--- config.mk ---
export PLATFORM = sky130hd
export DESIGN_NAME = rate_switch_seq
export DESIGN_NICKNAME = d
export VERILOG_FILES = /design/src/rtl/rate_switch_pkg.sv /design/src/rtl/rate_switch_timer.sv /design/src/rtl/rate_switch_drive.sv /design/src/rtl/rate_switch_fsm.sv /design/src/rtl/rate_switch_seq.sv
export SDC_FILE = /design/constraint.sdc
export NUM_CORES = 1
export LEC_CHECK = 0
export ABC_AREA = 1
export BUFFER_PORTS_ARGS = -buffer_cell sky130_fd_sc_hd__buf_2
export CORE_MARGIN = 1
export CORE_UTILIZATION = 40
export CTS_CLUSTER_DIAMETER = 60
export CTS_CLUSTER_SIZE = 12
export DETAILED_ROUTE_END_ITERATION = 10
export MAX_ROUTING_LAYER = met4
export PLACE_DENSITY = 0.58
export SYNTH_ARGS = -nofsm -noshare
export SYNTH_HDL_FRONTEND = slang
export SYNTH_SLANG_ARGS = --single-unit
--- constraint.sdc ---
create_clock -name clk -period 1.5 [get_ports clk]
set_input_delay 0.075 -clock clk [delete_from_list [all_inputs] [get_ports clk]]
set_output_delay 0.075 -clock clk [all_outputs]
set_load 0.005 [all_outputs]
--- src/rtl/rate_switch_pkg.sv ---
package rate_switch_pkg;

   typedef enum logic [2:0] {
      ST_IDLE    = 3'd0,
      ST_CHECK   = 3'd1,
      ST_DRIVE   = 3'd2,
      ST_WAIT_RD = 3'd3,
      ST_WAIT_PS = 3'd4,
      ST_DONE    = 3'd5
   } seq_state_t;

   localparam logic RATE_GEN1 = 1'b0;
   localparam logic RATE_GEN2 = 1'b1;

endpackage

--- src/rtl/rate_switch_timer.sv ---
module rate_switch_timer #(
   parameter int LIMIT = 1024
) (
   input  logic clk,
   input  logic rst_n,
   input  logic run,
   input  logic clr,
   output logic expired
);
   localparam int CW = (LIMIT > 2) ? $clog2(LIMIT) : 1;
   localparam logic [CW-1:0] LAST = CW'(LIMIT - 1);

   initial begin
      if (LIMIT < 2) $error("rate_switch_timer: LIMIT must be at least 2");
   end

   logic [CW-1:0] cnt_q;

   always_ff @(posedge clk) begin
      if (!rst_n || !run || clr) cnt_q <= '0;
      else if (cnt_q != LAST)    cnt_q <= cnt_q + 1'b1;
   end

   assign expired = run && !clr && (cnt_q == LAST);

   AST_CNT_BOUND: assert property (@(posedge clk) disable iff (!rst_n)
      cnt_q <= LAST);
   AST_CNT_IDLE_ZERO: assert property (@(posedge clk) disable iff (!rst_n)
      $past(!run) |-> (cnt_q == '0));

endmodule

--- src/rtl/rate_switch_drive.sv ---
module rate_switch_drive #(
   parameter bit FAST_SEL_HIGH = 1'b1
) (
   input  logic       clk,
   input  logic       rst_n,
   input  logic       load_rate,
   input  logic       target,
   input  logic       load_clk,
   output logic [1:0] rate_o,
   output logic       clk_sel_o
);
   logic rate_bit_q;
   logic fast_q;

   always_ff @(posedge clk) begin
      if (!rst_n)         rate_bit_q <= 1'b0;
      else if (load_rate) rate_bit_q <= target;
   end

   always_ff @(posedge clk) begin
      if (!rst_n)        fast_q <= 1'b0;
      else if (load_clk) fast_q <= rate_bit_q;
   end

   assign rate_o = {1'b1, rate_bit_q};

   generate
      if (FAST_SEL_HIGH) begin : g_sel_pos
         assign clk_sel_o = fast_q;
      end else begin : g_sel_neg
         assign clk_sel_o = ~fast_q;
      end
   endgenerate

   AST_RATE_ONLY_ON_LOAD: assert property (@(posedge clk) disable iff (!rst_n)
      !$stable(rate_bit_q) |-> $past(load_rate));
   AST_FAST_ONLY_ON_LOAD: assert property (@(posedge clk) disable iff (!rst_n)
      !$stable(fast_q) |-> $past(load_clk));

endmodule

--- src/rtl/rate_switch_fsm.sv ---
module rate_switch_fsm
   import rate_switch_pkg::*;
#(
   parameter int          PWR_W   = 2,
   parameter logic [PWR_W-1:0] P0_CODE = '0
) (
   input  logic             clk,
   input  logic             rst_n,
   input  logic             req,
   input  logic             req_gen2,
   input  logic [PWR_W-1:0] pwr_state,
   input  logic             elec_idle,
   input  logic             rate_done,
   input  logic             phy_status,
   input  logic             cur_rate,
   input  logic             expired,
   output logic             load_rate,
   output logic             target,
   output logic             load_clk,
   output logic             timer_run,
   output logic             timer_clr,
   output logic             busy,
   output logic             done,
   output logic             err_precond,
   output logic             err_timeout
);
   seq_state_t state_q, state_d;
   logic       tgt_q;
   logic       epre_q, eto_q;
   logic       cond_ok;

   assign cond_ok = (pwr_state == P0_CODE) && elec_idle;

   always_comb begin
      state_d = state_q;
      unique case (state_q)
         ST_IDLE:    if (req) state_d = ST_CHECK;
         ST_CHECK: begin
            if (!cond_ok)              state_d = ST_IDLE;
            else if (tgt_q == cur_rate) state_d = ST_DONE;
            else                       state_d = ST_DRIVE;
         end
         ST_DRIVE:   state_d = ST_WAIT_RD;
         ST_WAIT_RD: begin
            if (rate_done)    state_d = ST_WAIT_PS;
            else if (expired) state_d = ST_IDLE;
         end
         ST_WAIT_PS: begin
            if (phy_status)   state_d = ST_DONE;
            else if (expired) state_d = ST_IDLE;
         end
         ST_DONE:    state_d = ST_IDLE;
         default:    state_d = ST_IDLE;
      endcase
   end

   always_ff @(posedge clk) begin
      if (!rst_n) begin
         state_q <= ST_IDLE;
         tgt_q   <= RATE_GEN1;
         epre_q  <= 1'b0;
         eto_q   <= 1'b0;
      end else begin
         state_q <= state_d;
         if (state_q == ST_IDLE && req) tgt_q <= req_gen2;
         epre_q <= (state_q == ST_CHECK) && !cond_ok;
         eto_q  <= ((state_q == ST_WAIT_RD) && !rate_done && expired) ||
                   ((state_q == ST_WAIT_PS) && !phy_status && expired);
      end
   end

   assign load_rate   = (state_q == ST_DRIVE);
   assign target      = tgt_q;
   assign load_clk    = (state_q == ST_WAIT_RD) && rate_done;
   assign timer_run   = (state_q == ST_WAIT_RD) || (state_q == ST_WAIT_PS);
   assign timer_clr   = load_clk;
   assign busy        = (state_q != ST_IDLE);
   assign done        = (state_q == ST_DONE);
   assign err_precond = epre_q;
   assign err_timeout = eto_q;

   AST_DRIVE_PRECOND: assert property (@(posedge clk) disable iff (!rst_n)
      (state_q == ST_DRIVE) |-> $past(cond_ok));
   AST_DONE_ONE_CYCLE: assert property (@(posedge clk) disable iff (!rst_n)
      done |=> !done);
   AST_ERR_NOT_DONE: assert property (@(posedge clk) disable iff (!rst_n)
      (err_precond || err_timeout) |-> !done);
   AST_TIMEOUT_TO_IDLE: assert property (@(posedge clk) disable iff (!rst_n)
      err_timeout |-> (state_q == ST_IDLE));
   AST_TARGET_HELD: assert property (@(posedge clk) disable iff (!rst_n)
      ($past(busy) && busy) |-> $stable(tgt_q));

endmodule

--- src/rtl/rate_switch_seq.sv ---
module rate_switch_seq #(
   parameter int TIMEOUT_CYC   = 1024,
   parameter int PWR_W         = 2,
   parameter bit FAST_SEL_HIGH = 1'b1
) (
   input  logic             clk,
   input  logic             rst_n,
   input  logic             req,
   input  logic             req_gen2,
   input  logic [PWR_W-1:0] pwr_state,
   input  logic             elec_idle,
   input  logic             rate_done,
   input  logic             phy_status,
   output logic [1:0]       tx_rate,
   output logic [1:0]       rx_rate,
   output logic             clk_sel,
   output logic             busy,
   output logic             done,
   output logic             err_precond,
   output logic             err_timeout
);
   localparam logic [PWR_W-1:0] P0_CODE = '0;

   initial begin
      if (PWR_W < 1) $error("rate_switch_seq: PWR_W must be positive");
   end

   logic load_rate, target, load_clk, timer_run, timer_clr, expired;
   logic [1:0] rate_w;

   rate_switch_fsm #(.PWR_W(PWR_W), .P0_CODE(P0_CODE)) u_fsm (
      .clk(clk), .rst_n(rst_n), .req(req), .req_gen2(req_gen2),
      .pwr_state(pwr_state), .elec_idle(elec_idle),
      .rate_done(rate_done), .phy_status(phy_status),
      .cur_rate(rate_w[0]), .expired(expired),
      .load_rate(load_rate), .target(target), .load_clk(load_clk),
      .timer_run(timer_run), .timer_clr(timer_clr),
      .busy(busy), .done(done),
      .err_precond(err_precond), .err_timeout(err_timeout)
   );

   rate_switch_timer #(.LIMIT(TIMEOUT_CYC)) u_timer (
      .clk(clk), .rst_n(rst_n), .run(timer_run), .clr(timer_clr),
      .expired(expired)
   );

   rate_switch_drive #(.FAST_SEL_HIGH(FAST_SEL_HIGH)) u_drive (
      .clk(clk), .rst_n(rst_n), .load_rate(load_rate), .target(target),
      .load_clk(load_clk), .rate_o(rate_w), .clk_sel_o(clk_sel)
   );

   assign tx_rate = rate_w;
   assign rx_rate = rate_w;

   AST_RATE_UPPER: assert property (@(posedge clk) disable iff (!rst_n)
      tx_rate[1] == 1'b1);
   AST_CLKSEL_CAUSE: assert property (@(posedge clk) disable iff (!rst_n)
      !$stable(clk_sel) |-> ($past(rate_done) && $past(busy)));
   AST_RATE_CAUSE: assert property (@(posedge clk) disable iff (!rst_n)
      !$stable(tx_rate) |-> $past(busy));
   AST_PRECOND_HOLDS_RATE: assert property (@(posedge clk) disable iff (!rst_n)
      err_precond |-> ($stable(tx_rate) && $stable(clk_sel)));

endmodule

==> results of run 1 <==
-- layout make-up --
type	count	area, um2
well taps	28	35.0
fillers	246	1160
inverters	27	101
clock buffers	4	36.3
multi-input cells	106	522
repair buffers	16	82.6
flip-flops and latches	18	360
-- per-stage QoR --
| step | instances | power (mW) | instance area (um2) | utilization, % |
|---|---|---|---|---|
| 5_1_grt | 199 | 0.933 | 1140 | 49.5 |
| 2_1_floorplan | 156 | 0.568 | 1020 | - |
| 3_3_place_gp | 195 | 0.596 | 1090 | 47.6 |
| 6_report | 199 | 0.883 | 1140 | 49.5 |
| 3_5_place_dp | 195 | 0.597 | 1090 | 47.6 |
| 4_1_cts | 199 | 0.903 | 1130 | 49.2 |
-- kinds of logic after synthesis --
logic type      Yosys count  synth area share [%]
compound gates           13                  6.67
xor+xnor                  3                  2.59
fa+ha+maj                 1                  1.23
buf+inv                  32                  14.1
flops                    18                  35.6
other cells               1                 0.370
simple gates             87                  39.5
-- worst reg2reg max path, cell delays in order (launching register included) --
cell and delay (ns):
dfxtp_1 0.41, ha_1 0.20, nand2_2 0.07, nor2_4 0.12
nand3_4 0.15, nand2_1 0.12, inv_1 0.04, nor2_1 0.07
nor2_1 0.04
-- worst paths after layout --
check	from	end
setup / recovery	u_timer.cnt_q[0]	u_fsm.state_q[1]
hold / removal	rst_n	u_fsm.state_q[2]
setup reg to reg	u_timer.cnt_q[0]	u_fsm.state_q[1]
hold reg to reg	u_drive.clk_sel_o	u_drive.clk_sel_o
-- metal layers --
metal,GRT usage [%],vias to the layer above,wire (um)
met5,-,-,0
met4,6.58,0,14
met3,2.61,2,60
met2,29.1,17,979
li1,-,511,-
met1,18.2,414,872
-- sequential cells by signal, summed over array words and instances (netlist names) --
register,cells
u_fsm.target,1
u_timer.cnt_q,10
u_fsm.err_timeout,1
u_drive.rate_bit_q,1
u_fsm.state_q,3
u_drive.clk_sel_o,1
u_fsm.err_precond,1
-- power by group through the flow --
stage	logic, mW	registers, mW	clock network [mW]
floorplan	0.0597	0.509	0
global placement	0.0855	0.510	0
detailed placement	0.0862	0.511	0
CTS	0.0866	0.500	0.316
global route	0.0995	0.502	0.331
finish	0.0859	0.500	0.298
-- cell usage in the layout (no fill, tap or decap), types with 2 or more instances in the layout --
cell	Yosys	routed
nand3_1	17	17
nor2_1	17	17
nand4_1	2	2
buf_2	0	15
inv_1	26	26
nand2_2	2	2
xnor2_1	3	3
nor2_2	2	2
nor2_4	2	2
a21oi_1	6	6
conb_1	1	2
nand2_1	41	41
o21ai_0	5	5
dfxtp_1	18	18
clkbuf_4	0	3
==> impl_metrics.csv, run 1 <==
group,metric,value,unit
setup_path,cp-start-kind,"register",
drt,wl,1930,um
flow_run,drv_cap,0,
setup_path,cp_data_arrival_time,1.52,ns
grt,grt_pass1_wl,3270,um
setup_path,path_cells,"ha_1, nand2_2, nor2_4, nand3_4, nand2_1, inv_1, nor2_1, nor2_1",
timing,fin_ws,0.170,ns
cts,cts_resized,0,
timing,rsz0062_at_grt,"false",
timing,hold_viol_final,0,
floorplan,pin_count,18,
timing,hold_slack,0.0634,ns
synth,yosys-top-cells-area,"dfxtp_1 (36%), nand2_1 (15%), inv_1 (9.6%), nand3_1 (8.4%), nor2_1 (6.3%)",
hold_path,hp-class,"input pin to register",
pwr,irDropWorstVdd,0.322,mV
drt,via_per_inst,4.74,
drt,drtIter0Drc,9,
pwr,p_sw_share,24.2,%
floorplan,die_h,52.3,um
place,port_buffers,15,
pwr,power_density,777,nW/um2
synth,syn_area_per_cell,6.54,um2
setup_path,cp-end-kind,"register",
grt,grt-ovfl-total,0,
cts,cts-root-buf,"clkbuf_4",
synth,syn_inst,155,
synth,synth_top_area_share,35.6,%
cts,insertion_delay,0.29,ns
drt,routedWlPerCell,9.68,um
synth,yosysSeqAreaShare,35.6,%
setup_path,cp.depth,8,
layout,syn_to_final_growth,12.2,%
place,gp_congestion,0.764,
synth,ys_dominant_reg_cell,"dfxtp_1",
pwr,seqPwrFrac,56.6,%
floorplan,die_w,52.3,um
place,dp_hpwl,1530,um
setup_path,cpPeakStageDelay,0.41,ns
floorplan,row_count,17,
timing,drv_slew,0,
layout,drive_gt1_share,17.0,%
layout,num_antenna_cells,0,
setup_path,crit_top_cell,"nor2_1",
cts,cts_buffers,3,
drt,drcViolationCount,0,
cts,clkSlewWorstSetupHoldPaths,0.11,ns
synth,synth_most_common_cell,"nand2_1",
grt,grt_pass1_vias,824,
place,place_ws,0.0866,ns
cts,holdBufCountCts,0,
synth,synth_common_cells,"nand2_1 (41), inv_1 (26), dfxtp_1 (18), nand3_1 (17), nor2_1 (17)",
timing,min_period,1.33,ns
cts,cts_buffer_depth,2,
drt,ant_nets,0,
synth,yosys.area.top_type,"dfxtp_1",
timing,max_freq,752,MHz
pwr,power_switching,0.214,mW
synth,synth_edf_count,0,
setup_path,crit_family,"simple AND/OR/NAND/NOR gates",
cts,cts_sinks,18,
cts,htree_levels,1,
grt,grt_util_all_layers,16.5,%
timing,fin_worst_skew,0.00596,ns
setup_path,crit_type,"register to register",
synth,synth-seq-cells,18,
layout,nNetsFinal,182,
floorplan,core,2300,um2
pwr,power_frac_clock,33.7,%
hold_path,hold_depth,3,
setup_path,rr_worst_depth,8,
cts,post_cts_buffers,0,
synth,netlist_area,1010,um2
setup_path,crit_required,1.69,ns
setup_path,worst-path-buf-inv,1,
synth,synthArstFlopShare,0,%
floorplan,initial_core_util,44.1,%
synth,ys_types,23,
drt,drt-pass1-iter-count,4,
run_status,status,"finished clean",
timing,period_share,88.7,%
pwr,combPwrFrac,9.7,%
grt,grt_max_degree,13,
pwr,internal-power,0.670,mW
synth,yosysWarnings,0,
setup_path,crit_path_max_fanout,12,
grt,antenna_found_initial,0,
pwr,p_leak,0.568,nW
setup_path,ff2ff_setup_slack,0.17,ns
timing,tns,0,ns
floorplan,dieArea,2740,um2
setup_path,cpMaxStageDelayCell,"dfxtp_1",
drt,via_count,944,
cts,cts_tree,"built",
timing,finalSetupViolations,0,
Power figures use the tool's default switching activity.
==> run 2, diff against run 1 <==
- REMOVE_ABC_BUFFERS: not set -> 1
==> impl_metrics.csv, run 2 (synthesis gave the netlist of run 1 again) <==
group,metric,value,unit
flow_run,drv_cap,0,
drt,via_count,924,
setup_path,crit_type,"register to register",
setup_path,rr_worst_depth,8,
layout,largest_reg_flops,10,
setup_path,crit_required,1.69,ns
drt,wl,1900,um
grt,grt_pass1_wl,3360,um
grt,grt-ovfl-total,0,
hold_path,hold_end,"u_fsm.target",
grt,antenna_found_initial,0,
cts,insertion_delay,0.29,ns
pwr,p_total,0.879,mW
setup_path,path_cells,"ha_1, nand2_2, nor2_4, nand3_4, nand2_1, inv_1, nor2_1, nor2_1",
timing,finalSetupViolations,0,
layout,num_antenna_cells,0,
setup_path,cpPeakStageDelay,0.39,ns
hold_path,hold_depth,3,
timing,period_share,88.1,%
pwr,irDropWorstVdd,0.526,mV
floorplan,die_h,52.3,um
cts,htree_levels,1,
cts,cts_buffer_depth,2,
setup_path,cpMaxStageDelayCell,"dfxtp_1",
cts,holdBufCountCts,0,
place,dp_hpwl,1560,um
layout,mostFrequentLayoutCell,"nand2_1",
pwr,power_density,772,nW/um2
cts,cts_buffers,3,
floorplan,initial_core_util,44.1,%
drt,routedWlPerCell,9.56,um
timing,hold_viol_final,0,
setup_path,r2r_start,"u_timer.cnt_q[1]",
setup_path,ff2ff_setup_slack,0.18,ns
timing,drv_slew,0,
layout,drive_gt1_share,17.5,%
setup_path,cp-start-kind,"register",
hold_path,hp-class,"input pin to register",
place,port_buffers,15,
layout,reg.largest.list,"u_timer.cnt_q: 10 flops, u_fsm.state_q: 3 flops",
drt,drcViolationCount,0,
floorplan,row_count,17,
layout,syn_to_final_growth,12.3,%
cts,cts-root-buf,"clkbuf_4",
timing,fin_worst_skew,0.00762,ns
drt,drtIter0Drc,12,
place,gp_congestion,0.860,
floorplan,dieArea,2740,um2
setup_path,crit_top_cell,"nor2_1",
timing,max_freq,756,MHz
run_status,status,"finished clean",
setup_path,cp-end-kind,"register",
layout,regMostFlops,"u_timer.cnt_q",
timing,tns,0,ns
setup_path,crit_path_start,"u_timer.cnt_q[1]",
drt,via_per_inst,4.64,
setup_path,cp_data_arrival_time,1.51,ns
timing,rsz0062_at_grt,"false",
layout,nNetsFinal,182,
drt,drt-pass1-iter-count,4,
cts,cts_sinks,18,
floorplan,die_w,52.3,um
floorplan,pin_count,18,
grt,grt_max_degree,13,
layout,mostFrequentLayoutCells,"nand2_1 (41), inv_1 (26), nor2_1 (17), nand3_1 (17), dfxtp_1 (17)",
grt,grt_util_all_layers,16.9,%
timing,min_period,1.32,ns
hold_path,hold_start,"req_gen2",
setup_path,r2r-end,"u_fsm.state_q[1]",
grt,grt_pass1_vias,823,
cts,clkSlewWorstSetupHoldPaths,0.11,ns
pwr,p_leak,0.568,nW
setup_path,crit_path_max_fanout,12,
floorplan,core,2300,um2
drt,ant_nets,0,
cts,cts_tree,"built",
-- run 2: worst max-delay path: cells and delay by family (launching register included) --
family / cells / cell delay (ns)
buf+inv: 1 / 0.04
simple gates: 6 / 0.59
flops: 1 / 0.39
fa+ha+maj: 1 / 0.20
-- run 2: worst max path at each step --
stage	endpoint	cells after the start
finish	u_fsm.state_q[1]	8
global route	u_timer.cnt_q[1]	7
CTS	u_fsm.state_q[1]	8
detailed placement	u_fsm.state_q[1]	8
global placement	u_fsm.state_q[1]	8
floorplan	u_fsm.state_q[1]	8
-- run 2: metal layers --
metal  vias up  part of all wire, %  track usage, %
met1       402                   48            19.3
met2        17                   48            29.3
li1        503                    -               -
met5         -                    0               -
met4         0                 0.74            5.26
met3         2                  3.2            3.48
-- run 2: layout make-up --
type	instances	area, um2
Inverter	27	101
Timing Repair Buffer	16	82.6
Tap cell	28	35.0
Multi-Input combinational cell	106	522
Sequential cell	18	362
Fill cell	261	1160
Clock buffer	4	36.3
-- run 2: where the power goes --
group | switching (mW) | internal [mW] | total (mW)
clock network | 0.147 | 0.148 | 0.295
registers | 0.0113 | 0.488 | 0.500
logic | 0.0504 | 0.0339 | 0.0843
-- run 2: through the flow --
stage / hold WS (ns) / setup slack (ns) / utilization (%) / instance area [um2] / cells
floorplan: 0.173 / 0.169 / - / 976 / 151
global placement: 0.350 / 0.139 / 47.6 / 1090 / 195
detailed placement: 0.360 / 0.0857 / 47.6 / 1090 / 195
CTS: 0.0574 / 0.0665 / 49.2 / 1130 / 199
global route: 0.0682 / 0.0115 / 49.6 / 1140 / 199
finish: 0.0585 / 0.178 / 49.6 / 1140 / 199
-- run 2: timing repair --
item,CTS,global route
resized for setup,0,2
endpoints found under the setup margin,0,6
setup buffers,0,0
==> run 3, diff against run 2 <==
- BUFFER_PORTS_ARGS: -buffer_cell sky130_fd_sc_hd__buf_2 -> -buffer_cell sky130_fd_sc_hd__buf_4
==> impl_metrics.csv, run 3 (synthesis gave the netlist of run 1 again) <==
group,metric,value,unit
run_status,status,"finished clean",
drt,drt-pass1-iter-count,4,
cts,clkSlewWorstSetupHoldPaths,0.10,ns
hold_path,hold_start,"rst_n",
place,dp_cells,195,
pwr,irDropWorstVdd,0.548,mV
floorplan,row_count,17,
floorplan,dieArea,2740,um2
grt,grt_pass1_vias,843,
drt,routedWlPerCell,10.5,um
setup_path,ff2ff_setup_slack,0.11,ns
timing,min_period,1.39,ns
timing,max_freq,719,MHz
setup_path,cp_data_arrival_time,1.58,ns
setup_path,crit_required,1.69,ns
setup_path,rr_worst_depth,8,
layout,utilization,50.5,%
floorplan,die_w,52.3,um
timing,drv_slew,0,
place,place_ws,0.0783,ns
hold_path,hp-class,"input pin to register",
layout,stdcell_count,198,
cts,insertion_delay,0.29,ns
timing,hold_viol_final,0,
floorplan,initial_core_util,44.1,%
pwr,power_density,719,nW/um2
cts,htree_levels,1,
floorplan,pin_count,18,
layout,reg.largest.list,"u_timer.cnt_q: 10 flops, u_fsm.state_q: 3 flops",
pwr,p_leak,0.567,nW
layout,mostFrequentLayoutCell,"nand2_1",
timing,finalSetupViolations,0,
layout,num_antenna_cells,0,
timing,rsz0062_at_grt,"false",
layout,syn_to_final_growth,14.6,%
setup_path,crit_path_max_fanout,12,
timing,fin_ws,0.109,ns
grt,grt_max_degree,13,
cts,cts_sinks,18,
hold_path,hold_end,"u_fsm.state_q[2]",
setup_path,cp-start-kind,"register",
hold_path,hold_depth,3,
floorplan,die_h,52.3,um
drt,via_count,949,
drt,drtIter0Drc,10,
setup_path,cp-end-kind,"register",
layout,mostFrequentLayoutCells,"nand2_1 (41), inv_1 (26), dfxtp_1 (18)",
layout,regMostFlops,"u_timer.cnt_q",
cts,cts_buffers,3,
layout,drive_gt1_share,16.5,%
drt,ant_nets,0,
drt,drcViolationCount,0,
grt,antenna_found_initial,0,
layout,largest_reg_flops,10,
flow_run,drv_cap,0,
grt,grt_pass1_wl,3520,um
cts,holdBufCountCts,0,
place,port_buffers,15,
setup_path,r2r_start,"u_timer.cnt_q[0]",
timing,tns,0,ns
timing,fin_worst_skew,0.000823,ns
drt,wl,2070,um
layout,nNetsFinal,182,
cts,cts_tree,"built",
place,gp_congestion,0.820,
floorplan,core,2300,um2
setup_path,crit_type,"register to register",
drt,via_per_inst,4.79,
grt,grt_util_all_layers,17.9,%
timing,period_share,92.7,%
cts,cts_buffer_depth,2,
setup_path,r2r-end,"u_fsm.state_q[1]",
cts,cts-root-buf,"clkbuf_4",
grt,grt-ovfl-total,0,
place,dp_hpwl,1610,um
run 3: cell count changes in the layout (fill, tap and decap cells not counted), sizes merged:
cell / change
clkbuf: -1
run 3: worst max-delay path: stages (launching register included):
cell	delay, ns
dfxtp_1	0.42
ha_1	0.22
nand2_2	0.08
nor2_4	0.13
nand3_4	0.15
nand2_1	0.12
inv_1	0.04
nor2_1	0.07
nor2_1	0.04
run 3: layout make-up:
class | instances | area, um2
fill | 243 | 1140
tap | 28 | 35.0
multi-input combinational | 106 | 522
sequential | 18 | 360
timing repair buffer | 16 | 120
inverter | 27 | 101
clock buffer | 3 | 22.5
run 3: routing by layer:
layer	GRT usage, %	part of all wire [%]	up-vias
li1	-	-	510
met5	-	0	-
met1	19.3	44	418
met4	6.58	1.6	0
met3	5.22	3.4	4
met2	31.0	51	17
run 3: how the worst max path moves through the flow:
stage | from | cells after the start | slack (ns) | endpoint
floorplan | u_timer.cnt_q[0] | 8 | 0.17 | u_fsm.state_q[1]
global placement | u_timer.cnt_q[0] | 8 | 0.14 | u_fsm.state_q[0]
detailed placement | u_timer.cnt_q[0] | 8 | 0.08 | u_fsm.state_q[1]
CTS | u_timer.cnt_q[0] | 8 | 0.06 | u_fsm.state_q[0]
global route | u_timer.cnt_q[0] | 7 | 0.02 | u_timer.cnt_q[1]
finish | u_timer.cnt_q[0] | 8 | 0.11 | u_fsm.state_q[1]
run 3: report_power, final:
group / internal [mW] / leakage [nW] / switching (mW)
Clock: 0.0935 / 0.0138 / 0.146
Combinational: 0.0435 / 0.408 / 0.0518
Sequential: 0.488 / 0.146 / 0.0116
Total: 0.625 / 0.567 / 0.210
run 3: per-stage QoR:
step	total power, mW	hold slack [ns]	area (um2)
6_report	0.835	0.0255	1160
5_1_grt	0.882	0.0332	1160
4_1_cts	0.848	0.0182	1150
3_5_place_dp	0.606	0.331	1130
3_3_place_gp	0.604	0.319	1130
2_1_floorplan	0.564	0.173	976
run 3: timing repair:
item                       4_1_cts  5_1_grt
setup buffers                    0        0
gates resized for setup          0        1
setup endpoints to repair        0        3
